$ cat config.mk
export PLATFORM = sky130hd
export DESIGN_NAME = sg_dma_engine
export DESIGN_NICKNAME = d
export VERILOG_FILES = /design/src/rtl/sgdma_pkg.sv /design/src/rtl/sgdma_regs.sv /design/src/rtl/sgdma_walker.sv /design/src/rtl/sg_dma_engine.sv
export SDC_FILE = /design/constraint.sdc
export NUM_CORES = 1
export LEC_CHECK = 0
export ABC_CLOCK_PERIOD_IN_PS = 3900
export BUFFER_PORTS_ARGS = -buffer_cell sky130_fd_sc_hd__buf_2
export CAP_MARGIN = 40
export CORE_MARGIN = 3
export CORE_UTILIZATION = 45
export CTS_CLUSTER_DIAMETER = 30
export DETAILED_ROUTE_END_ITERATION = 6
export PLACE_DENSITY = 0.67
export SYNTH_ARGS = -nofsm -noshare
export SYNTH_HDL_FRONTEND = slang
export SYNTH_SLANG_ARGS = --single-unit
$ cat constraint.sdc
create_clock -name clk_i -period 3.9 [get_ports clk_i]
set_input_delay 0 -clock clk_i [delete_from_list [all_inputs] [get_ports clk_i]]
set_output_delay 0 -clock clk_i [all_outputs]
set_load 0.005 [all_outputs]
$ cat src/rtl/sgdma_pkg.sv
package sgdma_pkg;
  typedef enum logic [2:0] {
    S_IDLE, S_FETCH_A, S_FETCH_L, S_RX, S_WR, S_RD, S_TX, S_MARK
  } walk_state_e;

  localparam int unsigned IDX_TIMING  = 0;
  localparam int unsigned IDX_PTR_LO  = 1;
  localparam int unsigned IDX_PTR_HI  = 2;
  localparam int unsigned IDX_ADDR_LO = 3;
  localparam int unsigned IDX_ADDR_HI = 4;
  localparam int unsigned IDX_DEV_CNT = 5;
  localparam int unsigned IDX_MEM_CNT = 6;
  localparam int unsigned IDX_CTRL    = 7;
  localparam int unsigned IDX_END     = 8;
  localparam int unsigned IDX_ISTAT   = 9;
  localparam int unsigned IDX_IEN     = 10;

  localparam int unsigned DESC_BYTES = 16;
endpackage

$ cat src/rtl/sgdma_regs.sv
module sgdma_regs
  import sgdma_pkg::*;
#(
  parameter int unsigned AW = 6
) (
  input  logic          clk_i,
  input  logic          rst_ni,
  input  logic          wr_i,
  input  logic [AW-1:0] addr_i,
  input  logic [31:0]   wdata_i,
  output logic [31:0]   rdata_o,
  input  logic          active_i,
  input  logic          err_set_i,
  input  logic          dev_irq_i,
  input  logic [31:0]   cur_addr_i,
  input  logic [31:0]   dev_cnt_i,
  input  logic [31:0]   mem_cnt_i,
  output logic          start_o,
  output logic          dir_o,
  output logic          stop_o,
  output logic          err_o,
  output logic [1:0]    istat_o,
  output logic [31:0]   ptr_o,
  output logic [31:0]   end_addr_o,
  output logic          irq_o
);
  localparam int unsigned IW = AW - 2;

  logic [IW-1:0] idx;
  logic          aligned;
  logic [31:0]   timing_q, ptr_hi_q, addr_hi_q;
  logic [1:0]    ien_q;

  assign idx     = addr_i[AW-1:2];
  assign aligned = (addr_i[1:0] == 2'b00);

  logic wr_ok;
  assign wr_ok = wr_i && aligned;

  function automatic logic hit(input logic [IW-1:0] i, input int unsigned k);
    return i == IW'(k);
  endfunction

  logic wr_ctrl;
  assign wr_ctrl = wr_ok && hit(idx, IDX_CTRL);
  assign start_o = wr_ctrl && wdata_i[0] && !active_i && !stop_o;

  always_ff @(posedge clk_i or negedge rst_ni) begin
    if (!rst_ni) begin
      timing_q   <= '0;
      ptr_o      <= '0;
      ptr_hi_q   <= '0;
      addr_hi_q  <= '0;
      end_addr_o <= '0;
      dir_o      <= 1'b0;
      stop_o     <= 1'b0;
      err_o      <= 1'b0;
      istat_o    <= '0;
      ien_q      <= '0;
    end else begin
      if (wr_ok && hit(idx, IDX_TIMING))  timing_q   <= wdata_i;
      if (wr_ok && hit(idx, IDX_PTR_LO))  ptr_o      <= wdata_i;
      if (wr_ok && hit(idx, IDX_PTR_HI))  ptr_hi_q   <= wdata_i;
      if (wr_ok && hit(idx, IDX_ADDR_HI)) addr_hi_q  <= wdata_i;
      if (wr_ok && hit(idx, IDX_END))     end_addr_o <= wdata_i;
      if (wr_ok && hit(idx, IDX_IEN))     ien_q      <= ien_q | wdata_i[1:0];
      if (wr_ctrl && !active_i)           dir_o      <= wdata_i[2];
      // stop handshake: held until the walker reports idle
      if (wr_ctrl && wdata_i[1])          stop_o     <= 1'b1;
      else if (!active_i)                 stop_o     <= 1'b0;
      if (err_set_i)                      err_o      <= 1'b1;
      else if (start_o)                   err_o      <= 1'b0;
      // set beats clear
      for (int b = 0; b < 2; b++) begin
        if ((b == 0) ? dev_irq_i : err_set_i)
          istat_o[b] <= 1'b1;
        else if (wr_ok && hit(idx, IDX_ISTAT) && wdata_i[b])
          istat_o[b] <= 1'b0;
      end
    end
  end

  assign irq_o = |(istat_o & ien_q);

  always_comb begin
    rdata_o = '0;
    if (aligned) begin
      case (idx)
        IW'(IDX_TIMING):  rdata_o = timing_q;
        IW'(IDX_PTR_LO):  rdata_o = ptr_o;
        IW'(IDX_PTR_HI):  rdata_o = ptr_hi_q;
        IW'(IDX_ADDR_LO): rdata_o = cur_addr_i;
        IW'(IDX_ADDR_HI): rdata_o = addr_hi_q;
        IW'(IDX_DEV_CNT): rdata_o = dev_cnt_i;
        IW'(IDX_MEM_CNT): rdata_o = mem_cnt_i;
        IW'(IDX_CTRL):    rdata_o = {27'd0, err_o, active_i, dir_o, stop_o, 1'b0};
        IW'(IDX_END):     rdata_o = end_addr_o;
        IW'(IDX_ISTAT):   rdata_o = {30'd0, istat_o};
        IW'(IDX_IEN):     rdata_o = {30'd0, ien_q};
        default:          rdata_o = '0;
      endcase
    end
  end
endmodule

$ cat src/rtl/sgdma_walker.sv
module sgdma_walker
  import sgdma_pkg::*;
#(
  parameter int unsigned END_WORDS = 32
) (
  input  logic        clk_i,
  input  logic        rst_ni,
  input  logic        start_i,
  input  logic        dir_i,
  input  logic        stop_i,
  input  logic [31:0] ptr_i,
  input  logic [31:0] end_addr_i,
  output logic        active_o,
  output logic        err_set_o,
  output logic [31:0] cur_addr_o,
  output logic [31:0] dev_cnt_o,
  output logic [31:0] mem_cnt_o,
  output logic        mem_req_o,
  output logic        mem_we_o,
  output logic [31:0] mem_addr_o,
  output logic [31:0] mem_wdata_o,
  input  logic        mem_rvalid_i,
  input  logic        mem_err_i,
  input  logic [31:0] mem_rdata_i,
  input  logic        dev_rx_valid_i,
  input  logic [7:0]  dev_rx_data_i,
  output logic        dev_rx_ready_o,
  output logic        dev_tx_valid_o,
  output logic [7:0]  dev_tx_data_o,
  input  logic        dev_tx_ready_i
);
  localparam int unsigned MW = (END_WORDS > 1) ? $clog2(END_WORDS) : 1;

  walk_state_e state_q;
  logic [31:0] desc_q, buf_q, word_q;
  logic [16:0] remain_q;
  logic        eol_q;
  logic [1:0]  bidx_q;
  logic [MW-1:0] mark_q;

  logic        rsp_ok;
  logic [15:0] len_w;
  walk_state_e after_desc;

  assign mem_req_o  = (state_q == S_FETCH_A) || (state_q == S_FETCH_L) ||
                      (state_q == S_WR) || (state_q == S_RD) || (state_q == S_MARK);
  assign mem_we_o   = (state_q == S_WR) || (state_q == S_MARK);
  assign rsp_ok     = mem_req_o && mem_rvalid_i && !mem_err_i;
  assign err_set_o  = mem_req_o && mem_rvalid_i && mem_err_i;
  assign len_w      = {mem_rdata_i[15:2], 2'b00};
  assign after_desc = eol_q ? S_MARK : S_FETCH_A;
  assign mem_wdata_o = (state_q == S_MARK) ? '1 : word_q;

  always_comb begin
    case (state_q)
      S_FETCH_A: mem_addr_o = desc_q + 32'd4;
      S_FETCH_L: mem_addr_o = desc_q + 32'd12;
      S_MARK:    mem_addr_o = end_addr_i + {{(30-MW){1'b0}}, mark_q, 2'b00};
      default:   mem_addr_o = buf_q;
    endcase
  end

  assign active_o       = (state_q != S_IDLE);
  assign cur_addr_o     = buf_q;
  assign dev_rx_ready_o = (state_q == S_RX) && !stop_i;
  assign dev_tx_valid_o = (state_q == S_TX) && !stop_i;
  assign dev_tx_data_o  = word_q[bidx_q*8 +: 8];

  always_ff @(posedge clk_i or negedge rst_ni) begin
    if (!rst_ni) begin
      state_q   <= S_IDLE;
      desc_q    <= '0;
      buf_q     <= '0;
      word_q    <= '0;
      remain_q  <= '0;
      eol_q     <= 1'b0;
      bidx_q    <= '0;
      mark_q    <= '0;
      dev_cnt_o <= '0;
      mem_cnt_o <= '0;
    end else if (err_set_o) begin
      state_q <= S_IDLE;
    end else begin
      case (state_q)
        S_IDLE: if (start_i) begin
          desc_q    <= ptr_i;
          dev_cnt_o <= '0;
          mem_cnt_o <= '0;
          mark_q    <= '0;
          state_q   <= S_FETCH_A;
        end
        S_FETCH_A: if (rsp_ok) begin
          buf_q   <= {mem_rdata_i[31:2], 2'b00};
          state_q <= stop_i ? S_IDLE : S_FETCH_L;
        end
        S_FETCH_L: if (rsp_ok) begin
          remain_q <= {1'b0, len_w};
          eol_q    <= mem_rdata_i[31];
          desc_q   <= desc_q + 32'(DESC_BYTES);
          bidx_q   <= '0;
          if (stop_i)             state_q <= S_IDLE;
          else if (len_w == '0)   state_q <= mem_rdata_i[31] ? S_MARK : S_FETCH_A;
          else                    state_q <= dir_i ? S_RX : S_RD;
        end
        S_RX: if (stop_i) begin
          state_q <= S_IDLE;
        end else if (dev_rx_valid_i) begin
          word_q[bidx_q*8 +: 8] <= dev_rx_data_i;
          dev_cnt_o <= dev_cnt_o + 32'd1;
          bidx_q    <= bidx_q + 2'd1;
          if (bidx_q == 2'd3) state_q <= S_WR;
        end
        S_WR: if (rsp_ok) begin
          mem_cnt_o <= mem_cnt_o + 32'd4;
          buf_q     <= buf_q + 32'd4;
          remain_q  <= remain_q - 17'd4;
          if (stop_i)                  state_q <= S_IDLE;
          else if (remain_q == 17'd4)  state_q <= after_desc;
          else                         state_q <= S_RX;
        end
        S_RD: if (rsp_ok) begin
          word_q    <= mem_rdata_i;
          mem_cnt_o <= mem_cnt_o + 32'd4;
          buf_q     <= buf_q + 32'd4;
          bidx_q    <= '0;
          state_q   <= stop_i ? S_IDLE : S_TX;
        end
        S_TX: if (stop_i) begin
          state_q <= S_IDLE;
        end else if (dev_tx_ready_i) begin
          dev_cnt_o <= dev_cnt_o + 32'd1;
          bidx_q    <= bidx_q + 2'd1;
          if (bidx_q == 2'd3) begin
            remain_q <= remain_q - 17'd4;
            state_q  <= (remain_q == 17'd4) ? after_desc : S_RD;
          end
        end
        S_MARK: if (rsp_ok) begin
          mark_q <= mark_q + 1'b1;
          if (stop_i || mark_q == MW'(END_WORDS - 1)) state_q <= S_IDLE;
        end
        default: state_q <= S_IDLE;
      endcase
    end
  end
endmodule

$ cat src/rtl/sg_dma_engine.sv
module sg_dma_engine #(
  parameter int unsigned AW        = 6,
  parameter int unsigned END_WORDS = 32
) (
  input  logic          clk_i,
  input  logic          rst_ni,
  input  logic          reg_wr_i,
  input  logic [AW-1:0] reg_addr_i,
  input  logic [31:0]   reg_wdata_i,
  output logic [31:0]   reg_rdata_o,
  output logic          irq_o,
  input  logic          dev_irq_i,
  output logic          mem_req_o,
  output logic          mem_we_o,
  output logic [31:0]   mem_addr_o,
  output logic [31:0]   mem_wdata_o,
  input  logic          mem_rvalid_i,
  input  logic          mem_err_i,
  input  logic [31:0]   mem_rdata_i,
  input  logic          dev_rx_valid_i,
  input  logic [7:0]    dev_rx_data_i,
  output logic          dev_rx_ready_o,
  output logic          dev_tx_valid_o,
  output logic [7:0]    dev_tx_data_o,
  input  logic          dev_tx_ready_i
);
  logic        start, dir, stop_pend, err_flag, active, err_set;
  logic [1:0]  istat;
  logic [31:0] ptr, end_addr, cur_addr, dev_cnt, mem_cnt;

  sgdma_regs #(.AW(AW)) u_regs (
    .clk_i      (clk_i),
    .rst_ni     (rst_ni),
    .wr_i       (reg_wr_i),
    .addr_i     (reg_addr_i),
    .wdata_i    (reg_wdata_i),
    .rdata_o    (reg_rdata_o),
    .active_i   (active),
    .err_set_i  (err_set),
    .dev_irq_i  (dev_irq_i),
    .cur_addr_i (cur_addr),
    .dev_cnt_i  (dev_cnt),
    .mem_cnt_i  (mem_cnt),
    .start_o    (start),
    .dir_o      (dir),
    .stop_o     (stop_pend),
    .err_o      (err_flag),
    .istat_o    (istat),
    .ptr_o      (ptr),
    .end_addr_o (end_addr),
    .irq_o      (irq_o)
  );

  sgdma_walker #(.END_WORDS(END_WORDS)) u_walk (
    .clk_i          (clk_i),
    .rst_ni         (rst_ni),
    .start_i        (start),
    .dir_i          (dir),
    .stop_i         (stop_pend),
    .ptr_i          (ptr),
    .end_addr_i     (end_addr),
    .active_o       (active),
    .err_set_o      (err_set),
    .cur_addr_o     (cur_addr),
    .dev_cnt_o      (dev_cnt),
    .mem_cnt_o      (mem_cnt),
    .mem_req_o      (mem_req_o),
    .mem_we_o       (mem_we_o),
    .mem_addr_o     (mem_addr_o),
    .mem_wdata_o    (mem_wdata_o),
    .mem_rvalid_i   (mem_rvalid_i),
    .mem_err_i      (mem_err_i),
    .mem_rdata_i    (mem_rdata_i),
    .dev_rx_valid_i (dev_rx_valid_i),
    .dev_rx_data_i  (dev_rx_data_i),
    .dev_rx_ready_o (dev_rx_ready_o),
    .dev_tx_valid_o (dev_tx_valid_o),
    .dev_tx_data_o  (dev_tx_data_o),
    .dev_tx_ready_i (dev_tx_ready_i)
  );
endmodule

# After elaboration in Yosys (flattened, before gate mapping)
# Cells that the tools add are included.
# classes
shifts,3
n_eq_ne,45
div,0
order_cmp,0
n_mul,0
addsub,11
n_reduce_logical,59
bitwise,3
n_mux,71
# op_table
operator,count
two-way mux 32 bit,15
one-hot mux 32 bit (11 select lines),1
one-hot mux 32 bit (2 select lines),4
one-hot mux 32 bit (3 select lines),2
adder 32 x 3 -> 32 bit (second input constant),3
two-way mux 17 bit,5
two-way mux 3 bit,23
one-hot mux 17 bit (3 select lines),1
negation 5 -> 34 bit,1
variable shift 8 x 34 -> 32 bit (first input constant),1
indexed part select 8 x 34 -> 32 bit,1
adder 32 x 1 -> 32 bit (second input constant),1
adder 32 x 4 -> 32 bit (second input constant),1
adder 32 x 5 -> 32 bit (second input constant),1
adder 32 x 7 -> 32 bit,1
bitwise mux 32 bit,1
indexed part select 32 x 6 -> 8 bit,1
one-hot mux 3 bit (8 select lines),1
logical AND 1 bit,21
AND reduction 7 bit,3
equality test 17 x 3 -> 1 bit (second input constant),1
subtractor 17 x 3 -> 17 bit (second input constant),1
equality test 4 x 3 -> 1 bit (second input constant),4
zero test 16 bit,1
35 further kinds,97
# totals
ram_bits,0
input_bits,86
elab_cells,213
mem_bits_ro,0
regBits,355
memories,0
output_inout_bits,109
latch_bits,0

# Depth between registers and ports, before layout
# logic_depth
word_depth,10
mapped_depth,11
mapped_depth_nobuf,9

# Modules after synthesis
# From an unflattened synthesis, not the netlist that was laid out.
# hier_totals
cells_unflattened,2074
hier_area_um2,20038.0
# by_module_without_submodules
mod,seq_area_each_um2,area_each_um2,cells_per_inst,n_inst
sgdma_walker,4554.4,12239.2,1487,1
sgdma_regs,4179.0,7798.7,587,1

# Worst setup path after synthesis
# Ideal clock, no wire load.
# synth_timing
kind,register -> output
start,register u_walk.state_q[2]
end,output port mem_addr_o[26]
setup_slack_ns,0.943
stages_incl_launch_ff,12
n_path_buf,3
arrival_time_ns,2.957
required_ns,3.900
path_cell_list,dfrtp_1 -> buf_4 -> nor3b_1 -> clkbuf_1 -> clkbuf_1 -> xor2_1 -> ha_1 -> a31oi_1 -> nor4_1 -> nor2b_1 -> xnor2_1 -> o211ai_1
# synth_via
elab_chain_cells,2
elab_cells_between_ends,4
cone_classes,3 x eq/ne; 1 x mux
# synth_lines
element,line_no,rtl
from (decl),sgdma_walker.sv:34,walk_state_e state_q;
from (signal assigned),sgdma_walker.sv:94,state_q <= stop_i ? S_IDLE : S_FETCH_L;
from (signal assigned),sgdma_walker.sv:102,else if (len_w == '0) state_q <= mem_rdata_i[31] ? S_MARK : S_FETCH_A;
from (signal assigned),sgdma_walker.sv:103,else state_q <= dir_i ? S_RX : S_RD;
"equality test 3 bit, or another cell as far along",sgdma_walker.sv:55,case (state_q)
one-hot mux 32 bit (3 select lines) *,sgdma_walker.sv:55,
to (decl),sg_dma_engine.sv:15,"output logic [31:0] mem_addr_o,"
# Mark *: on every way between the ends. The rest lies on a longest branch, timed or not.

# Worst setup path in the final report
# layout_timing
start,register u_walk.state_q[1]
end,output port mem_addr_o[8]
# Same word-level chain as after synthesis.

==> results.sh <==
export IMPL_cellPowerDensity_nw_per_um2=685
export IMPL_ys_ff_latch=349
export IMPL_die_width_microns=216
export IMPL_outcome="completed"
export IMPL_grt_remaining_overflow=0
export IMPL_top_level_ports=195
export IMPL_first_pass_grt_wire_length_mm=109
export IMPL_synth_main_ff_cell="sky130_fd_sc_hd__dfrtp_1"
export IMPL_area_growth_synth_to_final_pct=28.2
export IMPL_synth_top_cells_by_area="sky130_fd_sc_hd__dfrtp_1, sky130_fd_sc_hd__mux2_2, sky130_fd_sc_hd__a22oi_1"
export IMPL_highest_net_fanout_along_the_worst_path=18
export IMPL_net_count_synth=2193
export IMPL_fill_cells=3633
export IMPL_total_core_area_sq_um=43500
export IMPL_largest_net_degree_at_the_start_of_global_routing=109
export IMPL_synth_top_cell_area_share_pct=43.8
export IMPL_power_ir_vdd_worst_uv=400
export IMPL_die_area_sq_um=46900
export IMPL_syn_area_per_cell_sq_um=9.55
export IMPL_regToRegSetupSlack_ns=0.64
export IMPL_grt_antenna_before_repair=0
export IMPL_numClockSinks=349
export IMPL_floorplan_initialDensity_pct=45.9
export IMPL_totalNegativeSetupSlack_ns=0
export IMPL_netlist_instances=2088
export IMPL_critical_path_sink_type="output pin"
export IMPL_fmax_ghz=0.284
export IMPL_synth_yosys_warnings=0
export IMPL_detail_route_antenna_nets=0
export IMPL_placement_io_buffers=194
export IMPL_route_met3_wl_mm=5.79
export IMPL_dpl_cell_count=2766
export IMPL_yosysUniqueCellTypes=81
export IMPL_async_reset_ff_share_pct=100
export IMPL_setup_viol=0
export IMPL_place_hpwl_mm=48.4
export IMPL_highest_layer="met4"
export IMPL_cts_root_buf="sky130_fd_sc_hd__clkbuf_16"
export IMPL_route_met2_wl_mm=32.9
export IMPL_clock_tree_htree_level_count=3
export IMPL_cts_max_path_buffers=3
export IMPL_worst_hold_path_type="in -> async"
export IMPL_synth_sequential_area_ratio_pct=43.8
export IMPL_setup_worst_path_start_class="flop"
export IMPL_setup_worst_path_class="reg -> out"
export IMPL_grt_usage_pct=29.6
export IMPL_max_cap_violations=0
export IMPL_path_clk_slew_ns=0.04
export IMPL_hold_viol=0
export IMPL_worst_slew_pin_slew_ns=0.936
export IMPL_detail_route_iter0_violations=1837
export IMPL_layout_drive_gt1_share_pct=24.5
export IMPL_critical_path_reg2reg_endpoint="u_walk.word_q[0]"
export IMPL_vias_per_cell=6.27
export IMPL_min_period_over_period_pct=90.3
export IMPL_timing_max_transition_violations_final=0
export IMPL_final_net_count=2469
export IMPL_r2r_start="u_walk.state_q[1]"
export IMPL_setup_repair_after_global_routing_missed_its_margin="false"
export IMPL_first_global_vias=18451
export IMPL_std_cell_rows=76
export IMPL_die_h_microns=216
export IMPL_clock_tree_from_tritoncts="done"
export IMPL_drt_first_pass_iters=5
export IMPL_antenna_diode_count=0
export IMPL_finClkSkew_ns=0.0249
export IMPL_postRouteWirelength_mm=70.8
export IMPL_p_leak_uw=0.0111
export IMPL_layoutNonFillerInstCount=3015
export IMPL_worst_endpoint_required_ns=3.90
export IMPL_synth_enable_flop_cells=0
export IMPL_syn_cell_area_sq_um=19900
export IMPL_post_cts_setup_buffers=0
export IMPL_detail_route_wl_per_cell_microns=23.5
export IMPL_tritoncts_num_buffers=84
export IMPL_yosysTopAreaCell="sky130_fd_sc_hd__dfrtp_1"
export IMPL_worstSkewPairLatency_ns=0.60
export IMPL_detailroute_via_count=18911
export IMPL_reg2reg_depth=9
export IMPL_worstPathArrival_ns=3.52
export IMPL_detail_route_drc_violations=0
export IMPL_place_gp_congestion=0.911
export IMPL_minimum_clock_period_ns=3.52
export IMPL_timing_max_slew_rel_slack_pct=37.2
export IMPL_routed_length_on_met1_mm=30.1
-- cell type report --
cell class / instances / area [sq um] / area share (%)
inverters: 28 / 105 / 0.411
well taps: 585 / 732 / 2.86
clock buffers: 111 / 2410 / 9.45
multi-input cells: 1563 / 10600 / 41.6
repair buffers: 338 / 2360 / 9.23
flip-flops and latches: 349 / 8730 / 34.2
clock inverters: 41 / 587 / 2.30
-- critical path: stages (launching register included) --
cell                       delay, ns
sky130_fd_sc_hd__dfrtp_1        0.67
sky130_fd_sc_hd__buf_4          0.29
sky130_fd_sc_hd__nor3b_2        0.30
sky130_fd_sc_hd__xor2_1         0.12
sky130_fd_sc_hd__ha_1           0.22
sky130_fd_sc_hd__a31oi_2        0.44
sky130_fd_sc_hd__nor2_1         0.15
sky130_fd_sc_hd__xnor2_1        0.16
sky130_fd_sc_hd__o221ai_1       0.37
sky130_fd_sc_hd__buf_2          0.20
-- layer usage --
metal  up-vias  GRT usage (%)
li1       8403              -
met1      9440           40.8
met2       935           47.5
met3       133           4.78
met4         0           10.9
met5         -              0
-- flip-flops by register name (all words and copies together) (netlist names), 30 cells and up --
register / count
u_regs.addr_hi_q: 32
u_regs.end_addr_o: 32
u_regs.ptr_hi_q: 32
u_regs.ptr_o: 32
u_regs.timing_q: 32
u_walk.desc_q: 32
u_walk.dev_cnt_o: 32
u_walk.word_q: 32
u_walk.cur_addr_o: 30
u_walk.mem_cnt_o: 30
-- per-stage QoR --
step / area, sq um / hold slack, ns / utilization (%) / total power (uW) / worst slack (ns)
floorplan: 19900 / -0.296 / - / 7910 / 0.943
global placement: 21500 / 0.0968 / 49.5 / 9790 / 0.865
detailed placement: 21600 / 0.0978 / 49.6 / 9920 / 0.823
CTS: 25500 / 0.0525 / 58.8 / 17400 / 0.173
global route: 25600 / 0.0960 / 58.8 / 18300 / 0.155
finish: 25600 / 0.0134 / 58.8 / 17500 / 0.377
-- where the power goes --
part           switching [uW]  internal, uW  total [uW]
clock                    2220          5120        7340
combinational            2670          1950        4610
sequential               1230          4320        5540
total                    6110         11400       17500
-- synthesized netlist by cell type (31+ instances only) --
library cell / instances
sky130_fd_sc_hd__nand2_1: 206
sky130_fd_sc_hd__and3_1: 33
sky130_fd_sc_hd__clkbuf_1: 116
sky130_fd_sc_hd__nand4_1: 40
sky130_fd_sc_hd__a22oi_1: 161
sky130_fd_sc_hd__nor2_1: 140
sky130_fd_sc_hd__mux2_2: 163
sky130_fd_sc_hd__nand3_1: 75
sky130_fd_sc_hd__a41oi_1: 31
sky130_fd_sc_hd__a21oi_1: 115
sky130_fd_sc_hd__nand2b_1: 42
sky130_fd_sc_hd__o21ai_0: 116
sky130_fd_sc_hd__dfrtp_1: 349
sky130_fd_sc_hd__xor2_1: 51
sky130_fd_sc_hd__xnor2_1: 37
sky130_fd_sc_hd__nor3_1: 42
-- repair_timing --
action / 4_1_cts / 5_1_grt
gates resized for setup: 0 / 1
hold endpoints to repair: 351 / 0
hold buffers: 97 / 0
endpoints found under the setup margin: 0 / 3
-- how the worst max path moves through the flow --
stage                      start              to  slack (ns)  cells after the start
2_1_floorplan  u_walk.state_q[2]  mem_addr_o[26]        0.94                     11
3_3_place_gp   u_walk.state_q[1]   mem_addr_o[8]        0.86                      9
3_5_place_dp   u_walk.state_q[1]   mem_addr_o[8]        0.82                      9
4_1_cts        u_walk.state_q[1]   mem_addr_o[8]        0.17                      9
5_1_grt        u_walk.state_q[1]  mem_addr_o[26]        0.16                     10
6_report       u_walk.state_q[1]   mem_addr_o[8]        0.38                      9
-- cells by family after synthesis --
kind of cell / synth area share [%]
flip-flops: 43.8
buffers and inverters: 3.44
XOR/XNOR: 3.87
AND/OR/NAND/NOR: 17.0
AO/OA/AOI/OAI: 20.0
adder cells (fa/ha/maj): 1.28
multiplexers: 10.7
-- layout by cell type, fill, tap and decap left out, types with 19 or more instances in the layout --
cell type / n
sky130_fd_sc_hd__a22oi_1: 161
sky130_fd_sc_hd__nor3_1: 36
sky130_fd_sc_hd__mux2_2: 163
sky130_fd_sc_hd__a21oi_1: 114
sky130_fd_sc_hd__buf_2: 194
sky130_fd_sc_hd__clkbuf_8: 19
sky130_fd_sc_hd__xor2_1: 51
sky130_fd_sc_hd__buf_4: 40
sky130_fd_sc_hd__a41oi_1: 31
sky130_fd_sc_hd__xnor2_1: 37
sky130_fd_sc_hd__nor4_1: 20
sky130_fd_sc_hd__nand3_1: 74
sky130_fd_sc_hd__nand2b_1: 42
sky130_fd_sc_hd__inv_1: 27
sky130_fd_sc_hd__and3_1: 33
sky130_fd_sc_hd__nand2_1: 206
sky130_fd_sc_hd__dlygate4sd3_1: 97
sky130_fd_sc_hd__nand4_1: 40
sky130_fd_sc_hd__nor2_1: 136
sky130_fd_sc_hd__o22ai_1: 21
sky130_fd_sc_hd__o21ai_0: 115
sky130_fd_sc_hd__dfrtp_1: 349
sky130_fd_sc_hd__clkbuf_16: 85
Note: power is estimated with default switching activity, not from simulation.
